`src/rtl/stack_ptr_pkg.sv`:
```
package stack_ptr_pkg;
    typedef enum logic [2:0] {
        OP_NONE,
        OP_PUSH,
        OP_POP,
        OP_LOAD,
        OP_CLASH
    } stk_op_e;

    typedef enum logic [2:0] {
        ST_IDLE,
        ST_PUSHED,
        ST_POPPED,
        ST_LOADED,
        ST_FAULT
    } stk_state_e;
endpackage

```
`src/rtl/stack_op_decode.sv`:
```
module stack_op_decode
    import stack_ptr_pkg::*;
(
    input  logic    push_req,
    input  logic    pop_req,
    input  logic    load_req,
    output stk_op_e op
);
    always_comb begin
        if (load_req)
            op = OP_LOAD;
        else if (push_req && pop_req)
            op = OP_CLASH;
        else if (push_req)
            op = OP_PUSH;
        else if (pop_req)
            op = OP_POP;
        else
            op = OP_NONE;
    end
endmodule

```
`src/rtl/stack_addr_gen.sv`:
```
module stack_addr_gen #(
    parameter int ADDR_W = 32,
    parameter int STEP   = 4
) (
    input  logic [ADDR_W-1:0] sp,
    input  logic [ADDR_W-1:0] base,
    input  logic              use_lower,
    output logic [ADDR_W-1:0] sp_down,
    output logic [ADDR_W-1:0] sp_up,
    output logic [ADDR_W-1:0] addr
);
    localparam logic [ADDR_W-1:0] STEP_V = ADDR_W'(STEP);

    always_comb begin
        sp_down = sp - STEP_V;
        sp_up   = sp + STEP_V;
        addr    = base + (use_lower ? sp_down : sp);
    end
endmodule

```
`src/rtl/stack_ptr_engine.sv`:
```
module stack_ptr_engine
    import stack_ptr_pkg::*;
#(
    parameter int          DATA_W   = 32,
    parameter int          ADDR_W   = 32,
    parameter int          STEP     = 4,
    parameter logic [31:0] RESET_SP = 32'h0
) (
    input  logic              clk,
    input  logic              rst_n,
    input  logic              push_req,
    input  logic [DATA_W-1:0] push_data,
    input  logic              pop_req,
    input  logic              load_req,
    input  logic [ADDR_W-1:0] load_value,
    input  logic [ADDR_W-1:0] seg_base,
    output logic [ADDR_W-1:0] sp_value,
    output logic [ADDR_W-1:0] mem_addr,
    output logic              mem_we,
    output logic [DATA_W-1:0] mem_wdata,
    input  logic [DATA_W-1:0] mem_rdata,
    output logic              pop_valid,
    output logic [DATA_W-1:0] pop_data,
    output logic              conflict_err
);
    stk_op_e            op;
    stk_state_e         state, state_nx;
    logic [ADDR_W-1:0]  sp_q, sp_nx, sp_down, sp_up;

    stack_op_decode u_dec (
        .push_req (push_req),
        .pop_req  (pop_req),
        .load_req (load_req),
        .op       (op)
    );

    stack_addr_gen #(.ADDR_W(ADDR_W), .STEP(STEP)) u_agen (
        .sp        (sp_q),
        .base      (seg_base),
        .use_lower (op == OP_PUSH),
        .sp_down   (sp_down),
        .sp_up     (sp_up),
        .addr      (mem_addr)
    );

    // next state and pointer from the decoded request
    always_comb begin
        state_nx = ST_IDLE;
        sp_nx    = sp_q;
        unique case (op)
            OP_LOAD:  begin state_nx = ST_LOADED; sp_nx = load_value; end
            OP_PUSH:  begin state_nx = ST_PUSHED; sp_nx = sp_down;    end
            OP_POP:   begin state_nx = ST_POPPED; sp_nx = sp_up;      end
            OP_CLASH: begin state_nx = ST_FAULT;                      end
            OP_NONE:  begin state_nx = ST_IDLE;                       end
            default:  begin state_nx = ST_IDLE;                       end
        endcase
    end

    // state register
    always_ff @(posedge clk) begin
        if (!rst_n) begin
            state <= ST_IDLE;
            sp_q  <= ADDR_W'(RESET_SP);
        end else begin
            state <= state_nx;
            sp_q  <= sp_nx;
        end
    end

    // outputs
    always_comb begin
        pop_valid    = 1'b0;
        conflict_err = 1'b0;
        unique case (state)
            ST_POPPED: pop_valid    = 1'b1;
            ST_FAULT:  conflict_err = 1'b1;
            ST_IDLE, ST_PUSHED, ST_LOADED: ;
            default: ;
        endcase
    end

    assign mem_we    = (op == OP_PUSH);
    assign mem_wdata = push_data;
    assign pop_data  = mem_rdata;
    assign sp_value  = sp_q;
endmodule

```
`config.mk`:
```
export PLATFORM = sky130hd
export DESIGN_NAME = stack_ptr_engine
export DESIGN_NICKNAME = d
export VERILOG_FILES = /design/src/rtl/stack_ptr_pkg.sv /design/src/rtl/stack_op_decode.sv /design/src/rtl/stack_addr_gen.sv /design/src/rtl/stack_ptr_engine.sv
export SDC_FILE = /design/constraint.sdc
export NUM_CORES = 1
export LEC_CHECK = 0
export BUFFER_PORTS_ARGS = -buffer_cell sky130_fd_sc_hd__buf_2
export CORE_MARGIN = 3
export CORE_UTILIZATION = 45
export CTS_BUF_LIST = sky130_fd_sc_hd__clkbuf_2 sky130_fd_sc_hd__clkbuf_4 sky130_fd_sc_hd__clkbuf_8
export DETAILED_ROUTE_END_ITERATION = 7
export GPL_ROUTABILITY_DRIVEN = 0
export MAX_ROUTING_LAYER = met4
export PLACE_DENSITY_LB_ADDON = 0.2
export SLEW_MARGIN = 20
export SYNTH_ARGS = -nofsm -noshare
export SYNTH_HDL_FRONTEND = slang
export SYNTH_SLANG_ARGS = --single-unit
export TNS_END_PERCENT = 10
```
`constraint.sdc`:
```
create_clock -name clk -period 5 [get_ports clk]
set_input_delay 1 -clock clk [delete_from_list [all_inputs] [get_ports clk]]
set_output_delay 1 -clock clk [all_outputs]
set_load 0.03 [all_outputs]
```
After elaboration in Yosys (flattened, before gate mapping)
Cells that the tools add are included.
Widths: inputs -> output; s select.
Operators by class
  $add $sub $neg: 3
  eq/ne operators: 6
  multiplexer cells: 9
  reductions and logical operators: 2
Operator list (count)
  $pmux 32 s3: 1
  $add 32x3->32 const B: 1
  $add 32x32->32: 1
  $mux 32: 1
  $sub 32x3->32 const B: 1
  $pmux 3 s4: 1
  $eq 3x2->1 const B: 3
  $mux 3: 3
  $eq 3x3->1 const B: 2
  $eq 3x1->1 const B: 1
  $reduce_bool 3->1: 1
  $mux 1: 2
  $mux 2: 1
  $logic_and 1x1->1: 1
Word-level totals
  register bits: 35
  word-level logic and storage cells: 22
  output and inout port bits: 131

Longest topological paths before layout
Gate-level depths: netlist (run 1).
  depth in word-level cells: 7
  depth in mapped cells: 16

Hierarchy
A second synthesis (run 1) with hierarchy kept.
Unflattened totals
  cell total of the unflattened synthesis: 723
  area, all modules: 5377.7 um^2
Modules (own cells, without submodules)
  stack_addr_gen: instances 1, cells an instance 463, area each 3156.8 um^2
  stack_ptr_engine: instances 1, cells an instance 255, area each 2194.6 um^2
  stack_op_decode: instances 1, cells an instance 5, area each 26.3 um^2

Worst setup path after synthesis (run 1)
No wires, ideal clock.
  path kind: input-to-output
  from: input load_req
  to: output mem_addr[21]
  data required time: 4000 ps
  buffers on the path: 4
  stages on the path: 15
  slack: -583 ps
  arrival time: 4583 ps
  path through: clkbuf_1 -> inv_1 -> nand2_1 -> inv_1 -> clkbuf_1 -> clkbuf_1 -> nand2_1 -> xnor2_1 -> ha_1 -> clkbuf_1 -> a21oi_1 -> o21ai_0 -> nor3_1 -> a21o_1 -> a311oi_1
Between the ends
  word-level cells in the longest chain between the ends: 4
RTL lines
  start: declaration: RTL line stack_ptr_engine.sv:14  | input logic load_req,
  $mux 3: RTL line stack_op_decode.sv:10  | if (load_req)
  $eq 3x1->1
  named net mem_we: RTL line stack_ptr_engine.sv:19  | output logic mem_we,
  $mux 32: RTL line stack_addr_gen.sv:17  | addr = base + (use_lower ? sp_down : sp);
  $add 32x32->32: RTL line stack_addr_gen.sv:17
  end: declaration: RTL line stack_ptr_engine.sv:18  | output logic [ADDR_W-1:0] mem_addr,
The timed path passes the listed nets, and every way through them passes these cells.

Final worst setup path (run 1)
  from: register sp_q[18] (netlist: sp_value[18])
  to: output mem_addr[26]
Between the ends
  word-level cells in the longest chain between the ends: 3
RTL lines
  start: declaration: RTL line stack_ptr_engine.sv:28  | logic [ADDR_W-1:0] sp_q, sp_nx, sp_down, sp_up;
  start signal: assignment: RTL line stack_ptr_engine.sv:64  | sp_q <= ADDR_W'(RESET_SP);
  start signal: assignment: RTL line stack_ptr_engine.sv:67  | sp_q <= sp_nx;
  $sub 32x3->32: RTL line stack_addr_gen.sv:15  | sp_down = sp - STEP_V;
  $mux 32 *: RTL line stack_addr_gen.sv:17
  $add 32x32->32 *: RTL line stack_addr_gen.sv:17
Every way passes the cells marked *; elsewhere a longest branch is shown, timed or not.

==> results of run 1 <==
[cell families after synthesis]
family          after synthesis
flops                        35
simple gates                290
fa+ha+maj                    35
xor+xnor                     67
buf+inv                     152
mux                           4
compound gates              260
[through the flow]
stage	power [mW]	setup slack (ns)
final	1.67	0.0511
after global routing	1.77	-0.0777
after CTS	1.58	-0.0263
after detailed placement	1.35	0.00528
after global placement	1.35	0.00182
after floorplan	1.13	-0.0722
[state kept, by name, indices dropped and copies added (netlist names)]
signal and count:
state 3, sp_value 32
[layout make-up]
class / count / area, um^2 / area share [%]
well taps: 168 / 210 / 2.95
flip-flops and latches: 35 / 701 / 9.85
clock buffers: 5 / 68.8 / 0.967
repair buffers: 215 / 1320 / 18.5
inverters: 21 / 78.8 / 1.11
multi-input cells: 656 / 4730 / 66.4
clock inverters: 3 / 15.0 / 0.211
[layer usage]
layer / wire length, um / vias to the layer above
met3: 2010 / 94
met5: 0 / -
met1: 9110 / 3144
met4: 645 / 0
li1: - / 3196
met2: 9320 / 376
[where the power goes]
group	switching [mW]	internal, mW	leakage (nW)
Combinational	0.689	0.431	2.79
Sequential	0.0305	0.301	0.289
Clock	0.123	0.0956	0.0477
[cell usage after synthesis (5+ instances only)]
cell,n,area (um^2)
nor4_1,19,119
buf_4,64,480
inv_1,21,78.8
nor2b_1,7,43.8
nand4_1,14,87.6
clkbuf_1,59,221
ha_1,34,425
and3_1,12,75.1
a22oi_1,5,37.5
o211a_1,6,60.1
dfxtp_1,35,701
o21ai_0,68,340
nor3_1,27,135
xor2_1,22,193
nor4b_1,5,43.8
a21o_1,8,60.1
a21oi_1,73,365
a211oi_1,10,75.1
or3_1,7,43.8
and2_1,6,37.5
nor2_1,55,206
nand3_1,23,115
o211ai_1,8,60.1
a41oi_1,5,43.8
nand2_1,73,274
a31oi_1,13,81.3
nand2b_1,8,50.1
xnor2_1,45,394
or2_2,9,56.3
o21a_1,8,60.1
[critical path: stages, from the launching register on]
cell	delay, ns
dfxtp_1	0.31
or4_4	0.56
or3_4	0.35
buf_4	0.18
nor3_4	0.32
nand2_2	0.16
xnor2_2	0.21
ha_4	0.33
a21oi_1	0.10
o21ai_0	0.33
nand2b_1	0.18
o31ai_1	0.09
a21oi_2	0.17
xor2_2	0.13
buf_2	0.20
[final timing paths]
check,endpoint,from
setup reg to reg,sp_value[28]$_SDFFE_PN0N_,sp_value[4]$_SDFFE_PN0N_
hold / removal,sp_value[0]$_SDFFE_PN0P_,sp_value[0]$_SDFFE_PN0P_
setup / recovery,mem_addr[26],sp_value[18]$_SDFFE_PN0N_
hold reg to reg,sp_value[0]$_SDFFE_PN0P_,sp_value[0]$_SDFFE_PN0P_
[repair_timing]
action | in CTS | in global routing
resized for setup | 9 | 71
setup buffers | 2 | 9
setup endpoints to repair | 7 | 14
cloned | 0 | 1
hold buffers | 0 | 0
pin swaps | 3 | 34
==> results_dict.tcl, run 1 <==
set metrics [dict create \
    pin_count 264 \
    period_needed_ns 4.95 \
    met3_usage_pct 3.61 \
    fp-row-count 40 \
    worstSetupPathType "flip-flop to output pin" \
    power_density_nw_per_um2 235 \
    rsz0062_at_grt "true" \
    numCtsBuffers 5 \
    tns_ns 0 \
    ys_warn_count 0 \
    antenna_found_initial 0 \
    grt_pass1_vias 6165 \
    mostFrequentLayoutCells "buf_2 (131), buf_4 (81), nand2_1 (73)" \
    cp.required_ns 4.00 \
    async_flop_share_pct 0 \
    grt_util_all_layers_pct 27.9 \
    area_growth_pct 22.9 \
    fin_worst_skew_ns 0.00735 \
    ff2ff_path_depth 7 \
    hold_path.class "flip-flop to flip-flop" \
    clockBufferDepth 2 \
    synth-seq-cells 35 \
    hold_depth 2 \
    slew_headroom_pct 37.8 \
    die_area_um2 14300 \
    peakVddDrop_v 0.000118 \
    overflow 0 \
    coreArea_um2 12300 \
    maxCapViolations 0 \
    yosys.area_share.simple_pct 26.2 \
    synthMuxAreaShare_pct 0.691 \
    status "completed" \
    start_kind "flip-flop" \
    port_buffers 135 \
    clock_sinks 35 \
    synthAdderAreaFrac_pct 7.69 \
    grt_max_degree 37 \
    clkLatencyLatePin_ns 0.31 \
    period_share_pct 99.0 \
    synth-main-ff-cell "dfxtp_1" \
    ys_types 71 \
    dp.cells 1083 \
    grt_pass1_wl_um 32100 \
    syn_area_um2 5790 \
    timing.hold.ws_ns 0.567 \
    fp.dieW_um 119 \
    nets 1102 \
    root_buffer "clkbuf_8" \
    drive_above_1_share_pct 33.4 \
    ys_seq_area_share_pct 12.1 \
    arrival_ns 3.95 \
    routed_wl_um 21100 \
    final_common_cell "buf_2" \
    max_freq_ghz 0.202 \
    drtAntennaViolNets 0 \
    synth_nets 1011 \
    first_iter_violations 939 \
    r2r_setup_slack_ns 2.07 \
    cts_max_level 2 \
    num_vias 6810 \
    syn_area_per_cell_um2 6.87 \
    met1_usage_pct 38.7 \
    dpl_cell_area_um2 6530 \
    synth_compound_area_share_pct 28.9 \
    setup_viol 0 \
    die_h_um 119 \
    instances_no_fill 1103 \
    hold_violations 0 \
    drc 0 \
    p_leak_nw 3.12 \
    dp_hpwl_um 15500 \
    fin_util_pct 57.8 \
    tritoncts "built" \
    finalInstanceArea_um2 7120 \
    wire_per_inst_um 19.1 \
    via_per_inst 6.17 \
    synth-xor-area-share_pct 10.1 \
    cp_max_fo 8 \
    synth_cells 843 \
    synth_edf_count 0 \
    busiest_layer "met2" \
    synth_top_family_by_area "compound AO/OA/AOI/OAI gates" \
    fill_cells 1234 \
    worstSetupEndpointType "output pin" \
    clk_pin_slew_ns 0.08 \
    antennaDiodeCount 0 \
    drtPass1Iterations 6 \
    maxSlewViolCount 0 \
    start_util_pct 47.0 \
    tightest_slew_ns 0.928 \
    use_met2_pct 42.6 \
]
(Power assumes the default switching activity.)
==> run 2: changes to the inputs <==
- MAX_ROUTING_LAYER: met4 -> not set
==> run 2 against run 1 <==
Compared with the run above: cell count up 0.54%; sequential share of layout area decreased by 0.072 points; register-to-register slack lost 0.02 ns; critical endpoint is now mem_addr[30]; setup slack got worse by 0.0062 ns; utilization grew 0.43 points; non-clock buffer count increased by 6; clock-buffer cell count is the same; die area unchanged; clock power about the same; critical path depth is the same.
==> results_dict.tcl, run 2 (same netlist as run 1, synthesis figures left out) <==
set metrics [dict create \
    path_cells "or4_4 -> or3_4 -> buf_4 -> nor3_4 -> nand2_2 -> xnor2_2 -> ha_2 -> a21oi_1 -> o22a_1 -> a31oi_4 -> a41oi_2 -> a21oi_2 -> xor2_2 -> buf_4" \
    fill_cells 1233 \
    drtAntennaViolNets 0 \
    cpLargestDelayFamily "simple AND/OR/NAND/NOR gates" \
    crit_top_cell "buf_4" \
    hold_start "sp_value[0]$_SDFFE_PN0P_" \
    r2r_setup_slack_ns 2.05 \
    antenna_found_initial 0 \
    fp-row-count 40 \
    hold_depth 2 \
    ff2ff_path_depth 7 \
    switching_power_mw 0.846 \
    worstSetupPathType "flip-flop to output pin" \
    coreArea_um2 12300 \
    grt_pass1_vias 6162 \
    maxSlewViolCount 0 \
    busiest_layer "met2" \
    port_buffers 135 \
    power.internal_mw 0.838 \
    p_clk_share_pct 12.9 \
    start_util_pct 47.0 \
    fin_util_pct 58.2 \
    clock_sinks 35 \
    num_vias 6899 \
    instances_no_fill 1109 \
    via_per_inst 6.22 \
    dp_hpwl_um 15500 \
    grt_pass1_wl_um 32000 \
    die_h_um 119 \
    largest_reg_flops 32 \
    use_met2_pct 42.5 \
    dp.cells 1083 \
    overflow 0 \
    finalInstanceArea_um2 7170 \
    period_needed_ns 4.96 \
    antennaDiodeCount 0 \
    slew_headroom_pct 37.6 \
    clk_pin_slew_ns 0.08 \
    tritoncts "built" \
    start_kind "flip-flop" \
    setup_viol 0 \
    pin_count 264 \
    tns_ns 0 \
    die_area_um2 14300 \
    clkLatencyLatePin_ns 0.31 \
    wire_per_inst_um 19.1 \
    critPathMaxStageDelay_ns 0.54 \
    hold_violations 0 \
    tightest_slew_ns 0.931 \
    cts_max_level 2 \
    clockBufferDepth 2 \
    pwr-share-seq_pct 19.7 \
    met3_usage_pct 3.70 \
    final_common_cell "buf_2" \
    comb_power_share_pct 67.4 \
    setup_ws_ns 0.0449 \
    dpl_cell_area_um2 6530 \
    fp.dieW_um 119 \
    holdBufCountCts 0 \
    p_leak_nw 3.15 \
    place_ws_ns 0.00528 \
    first_iter_violations 983 \
    drive_above_1_share_pct 33.9 \
    p_sw_share_pct 50.2 \
    power_density_nw_per_um2 235 \
    rsz0062_at_grt "true" \
    area_growth_pct 23.8 \
    rr_endpoint "sp_value[28]$_SDFFE_PN0N_" \
    met1_usage_pct 38.6 \
    grt_max_degree 37 \
    cpMaxStageDelayCell "or4_4" \
    max_freq_ghz 0.202 \
    fin_worst_skew_ns 0.00860 \
    worstSetupEndpointType "output pin" \
    drc 0 \
    maxCapViolations 0 \
    arrival_ns 3.96 \
    cp_max_fo 8 \
    holdPathEnd "sp_value[0]$_SDFFE_PN0P_" \
    root_buffer "clkbuf_8" \
    cp.required_ns 4.00 \
    peakVddDrop_v 0.000118 \
    hold_path.class "flip-flop to flip-flop" \
    r2r_start "sp_value[4]$_SDFFE_PN0N_" \
    drtPass1Iterations 6 \
    mostFrequentLayoutCells "buf_2 (131), buf_4 (86), nand2_1 (73)" \
    period_share_pct 99.1 \
    crit_buf_inv 2 \
    status "completed" \
    grt_util_all_layers_pct 27.1 \
    routed_wl_um 21200 \
    numCtsBuffers 5 \
    nets 1108 \
]
## run 2: repair_timing
action	4_1_cts	5_1_grt
pin swaps	3	30
gates resized for setup	9	75
buffers inserted	2	15
endpoints found under the setup margin	7	14
cloned	0	1
## run 2: worst max-delay path by stage
stage / start / slack [ns] / cells after the start / endpoint
global route: sp_value[18]$_SDFFE_PN0N_ / -0.08 / 14 / mem_addr[30]
global placement: pop_req / 0.002 / 14 / mem_addr[25]
detailed placement: push_req / 0.005 / 14 / mem_addr[25]
floorplan: load_req / -0.07 / 16 / mem_addr[29]
finish: sp_value[18]$_SDFFE_PN0N_ / 0.04 / 14 / mem_addr[30]
CTS: sp_value[15]$_SDFFE_PN0N_ / -0.03 / 13 / mem_addr[29]
## run 2: final cells by class
cell class	instances	area, um^2	area share, %
sequential	35	701	9.77
tap	168	210	2.93
timing repair buffer	221	1370	19.1
clock buffer	5	68.8	0.960
clock inverter	3	15.0	0.209
multi-input combinational	656	4730	65.9
inverter	21	78.8	1.10
## run 2: metal layers
metal / part of all wire, % / vias up
li1: - / 3202
met1: 42 / 3173
met2: 44 / 418
met3: 10 / 106
met4: 3.2 / 0
met5: 0 / -
## run 2: through the flow
stage               hold WS, ns  power, mW
floorplan                 0.631       1.13
global placement          0.533       1.35
detailed placement        0.547       1.35
CTS                       0.574       1.58
global route              0.610       1.78
finish                    0.564       1.68
## run 2: worst reg2reg max path, cell delays in order, from the launching register on
cell and delay, ns:
dfxtp_1 0.54, buf_4 0.23, and3_1 0.30, nand3_1 0.43, or4_1 0.74, or4_1 0.44, o211ai_1 0.11, a21oi_1 0.06
## run 2: power groups by stage
stage | Sequential (mW) | Clock [mW] | Combinational [mW]
floorplan | 0.362 | 0 | 0.768
global placement | 0.333 | 0 | 1.02
detailed placement | 0.333 | 0 | 1.02
CTS | 0.328 | 0.220 | 1.03
global route | 0.335 | 0.234 | 1.22
finish | 0.331 | 0.218 | 1.14
==> run 3: changes to the inputs <==
- PLACE_DENSITY: not set -> 0.81
- PLACE_DENSITY_LB_ADDON: 0.2 -> not set
- clock period: 5 -> 4.5 ns (I/O delays scaled with it)
==> run 3 against run 2 <==
Compared with the run above: the flow now finishes with violations (negative setup slack); die area did not move; total power up 23%; via count is 5.6% higher; utilization rose by 4.7 points; routed wire length up 2.8%.
==> results_dict.tcl, run 3 (same netlist as run 1, synthesis figures left out) <==
set metrics [dict create \
    use_met2_pct 42.2 \
    nets 1165 \
    hold_start "sp_value[0]$_SDFFE_PN0P_" \
    drtPass1Iterations 6 \
    clk_pin_slew_ns 0.08 \
    power_density_nw_per_um2 267 \
    fin_worst_skew_ns 0.00573 \
    die_area_um2 14300 \
    numCtsBuffers 5 \
    wire_per_inst_um 18.7 \
    cp.required_ns 3.60 \
    first_iter_violations 1205 \
    hold_path.class "flip-flop to flip-flop" \
    cpMaxStageDelayCell "or4_4" \
    hold_violations 0 \
    power.total_mw 2.07 \
    tritoncts "built" \
    largest_reg_flops 32 \
    via_per_inst 6.25 \
    worstSetupPathType "flip-flop to output pin" \
    met1_usage_pct 36.9 \
    critPathMaxStageDelay_ns 0.54 \
    die_h_um 119 \
    fp.dieW_um 119 \
    fp-row-count 40 \
    antenna_found_initial 0 \
    root_buffer "clkbuf_8" \
    period_needed_ns 4.73 \
    cp_max_fo 7 \
    clock_sinks 35 \
    dp.cells 1136 \
    met3_usage_pct 4.23 \
    start_util_pct 47.0 \
    overflow 0 \
    busiest_layer "met2" \
    r2r_start "sp_value[5]$_SDFFE_PN0N_" \
    crit_buf_inv 2 \
    grt_pass1_wl_um 32400 \
    dp_hpwl_um 15600 \
    final_common_cell "buf_4" \
    maxCapViolations 0 \
    cpLargestDelayFamily "simple AND/OR/NAND/NOR gates" \
    setup_viol 10 \
    period_share_pct 105 \
    area_growth_pct 33.8 \
    violations "negative setup slack" \
    peakVddDrop_v 0.000117 \
    worstSetupEndpointType "output pin" \
    grt_util_all_layers_pct 27.2 \
    routed_wl_um 21800 \
    maxSlewViolCount 0 \
    drive_above_1_share_pct 40.0 \
    pin_count 264 \
    p_leak_nw 3.50 \
    path_cells "or4_4 -> or3_4 -> buf_4 -> nor3_4 -> nand3_1 -> xnor2_1 -> ha_1 -> nand4_1 -> o21ai_1 -> o211a_1 -> nor3_2 -> a21oi_2 -> xor2_2 -> buf_6" \
    holdBufCountCts 0 \
    port_buffers 135 \
    instances_no_fill 1166 \
    status "finished with violations" \
    coreArea_um2 12300 \
    grt_pass1_vias 6529 \
    clockBufferDepth 2 \
    drc 0 \
    start_kind "flip-flop" \
    mostFrequentLayoutCells "buf_4 (142), buf_2 (123), nand2_1 (69)" \
    clkLatencyLatePin_ns 0.31 \
    antennaDiodeCount 0 \
    timing.hold.ws_ns 0.561 \
    slew_headroom_pct 23.8 \
    num_vias 7287 \
    fill_cells 1029 \
    setup_ws_ns -0.226 \
    drtAntennaViolNets 0 \
    arrival_ns 3.83 \
    cts_max_level 2 \
    crit_start "sp_value[15]$_SDFFE_PN0N_" \
    rsz0062_at_grt "true" \
    grt_max_degree 37 \
    tightest_slew_ns 1.13 \
    max_freq_ghz 0.212 \
]
run 3: layer usage:
layer  share of wire, %  vias to the layer above
met5                  0                        -
met3                 12                      123
met2                 44                      581
met1                 39                     3260
met4                5.4                        0
li1                   -                     3323
run 3: area by class of cell:
class	instances	area (um^2)	area share, %
Clock buffer	5	68.8	0.888
Inverter	21	82.6	1.07
Tap cell	168	210	2.71
Timing Repair Buffer	278	1840	23.7
Multi-Input combinational cell	656	4800	61.9
Clock inverter	3	43.8	0.565
Sequential cell	35	708	9.14
run 3: per-stage QoR:
| stage | setup WS, ns | instance area [um^2] | setup TNS (ns) | utilization [%] |
|---|---|---|---|---|
| 3_3_place_gp | -0.156 | 7010 | -0.543 | 57.0 |
| 5_1_grt | -0.374 | 7750 | -3.42 | 63.0 |
| 2_1_floorplan | -0.158 | 6010 | -0.980 | - |
| 3_5_place_dp | -0.202 | 7010 | -0.991 | 57.0 |
| 6_report | -0.226 | 7750 | -1.19 | 63.0 |
| 4_1_cts | -0.210 | 7280 | -1.13 | 59.2 |
run 3: repair_timing:
action	in CTS	in global routing
resized for setup	21	88
setup endpoints to repair	13	21
pin swaps	17	37
setup buffers	7	15
run 3: power by group:
part / leakage [nW] / switching (mW) / internal [mW]
Clock: 0.0581 / 0.141 / 0.165
Sequential: 0.290 / 0.0323 / 0.334
Combinational: 3.15 / 0.820 / 0.575
Total: 3.50 / 0.993 / 1.07
run 3: path summary, 6_finish.rpt:
| path | end | slack (ns) | cells after the start |
|---|---|---|---|
| hold reg to reg | sp_value[0]$_SDFFE_PN0P_ | 0.56 | 2 |
| setup / recovery | mem_addr[29] | -0.23 | 14 |
| hold / removal | sp_value[0]$_SDFFE_PN0P_ | 0.56 | 2 |
| setup reg to reg | sp_value[28]$_SDFFE_PN0N_ | 1.66 | 7 |
run 3: worst register-to-register path, delay by kind of cell, from the launching register on:
kind / cells / cell delay [ns]
AOI/OAI and AO/OA: 2 / 0.15
buffers and inverters: 1 / 0.21
DFF: 1 / 0.55
and+or+nand+nor: 4 / 1.82
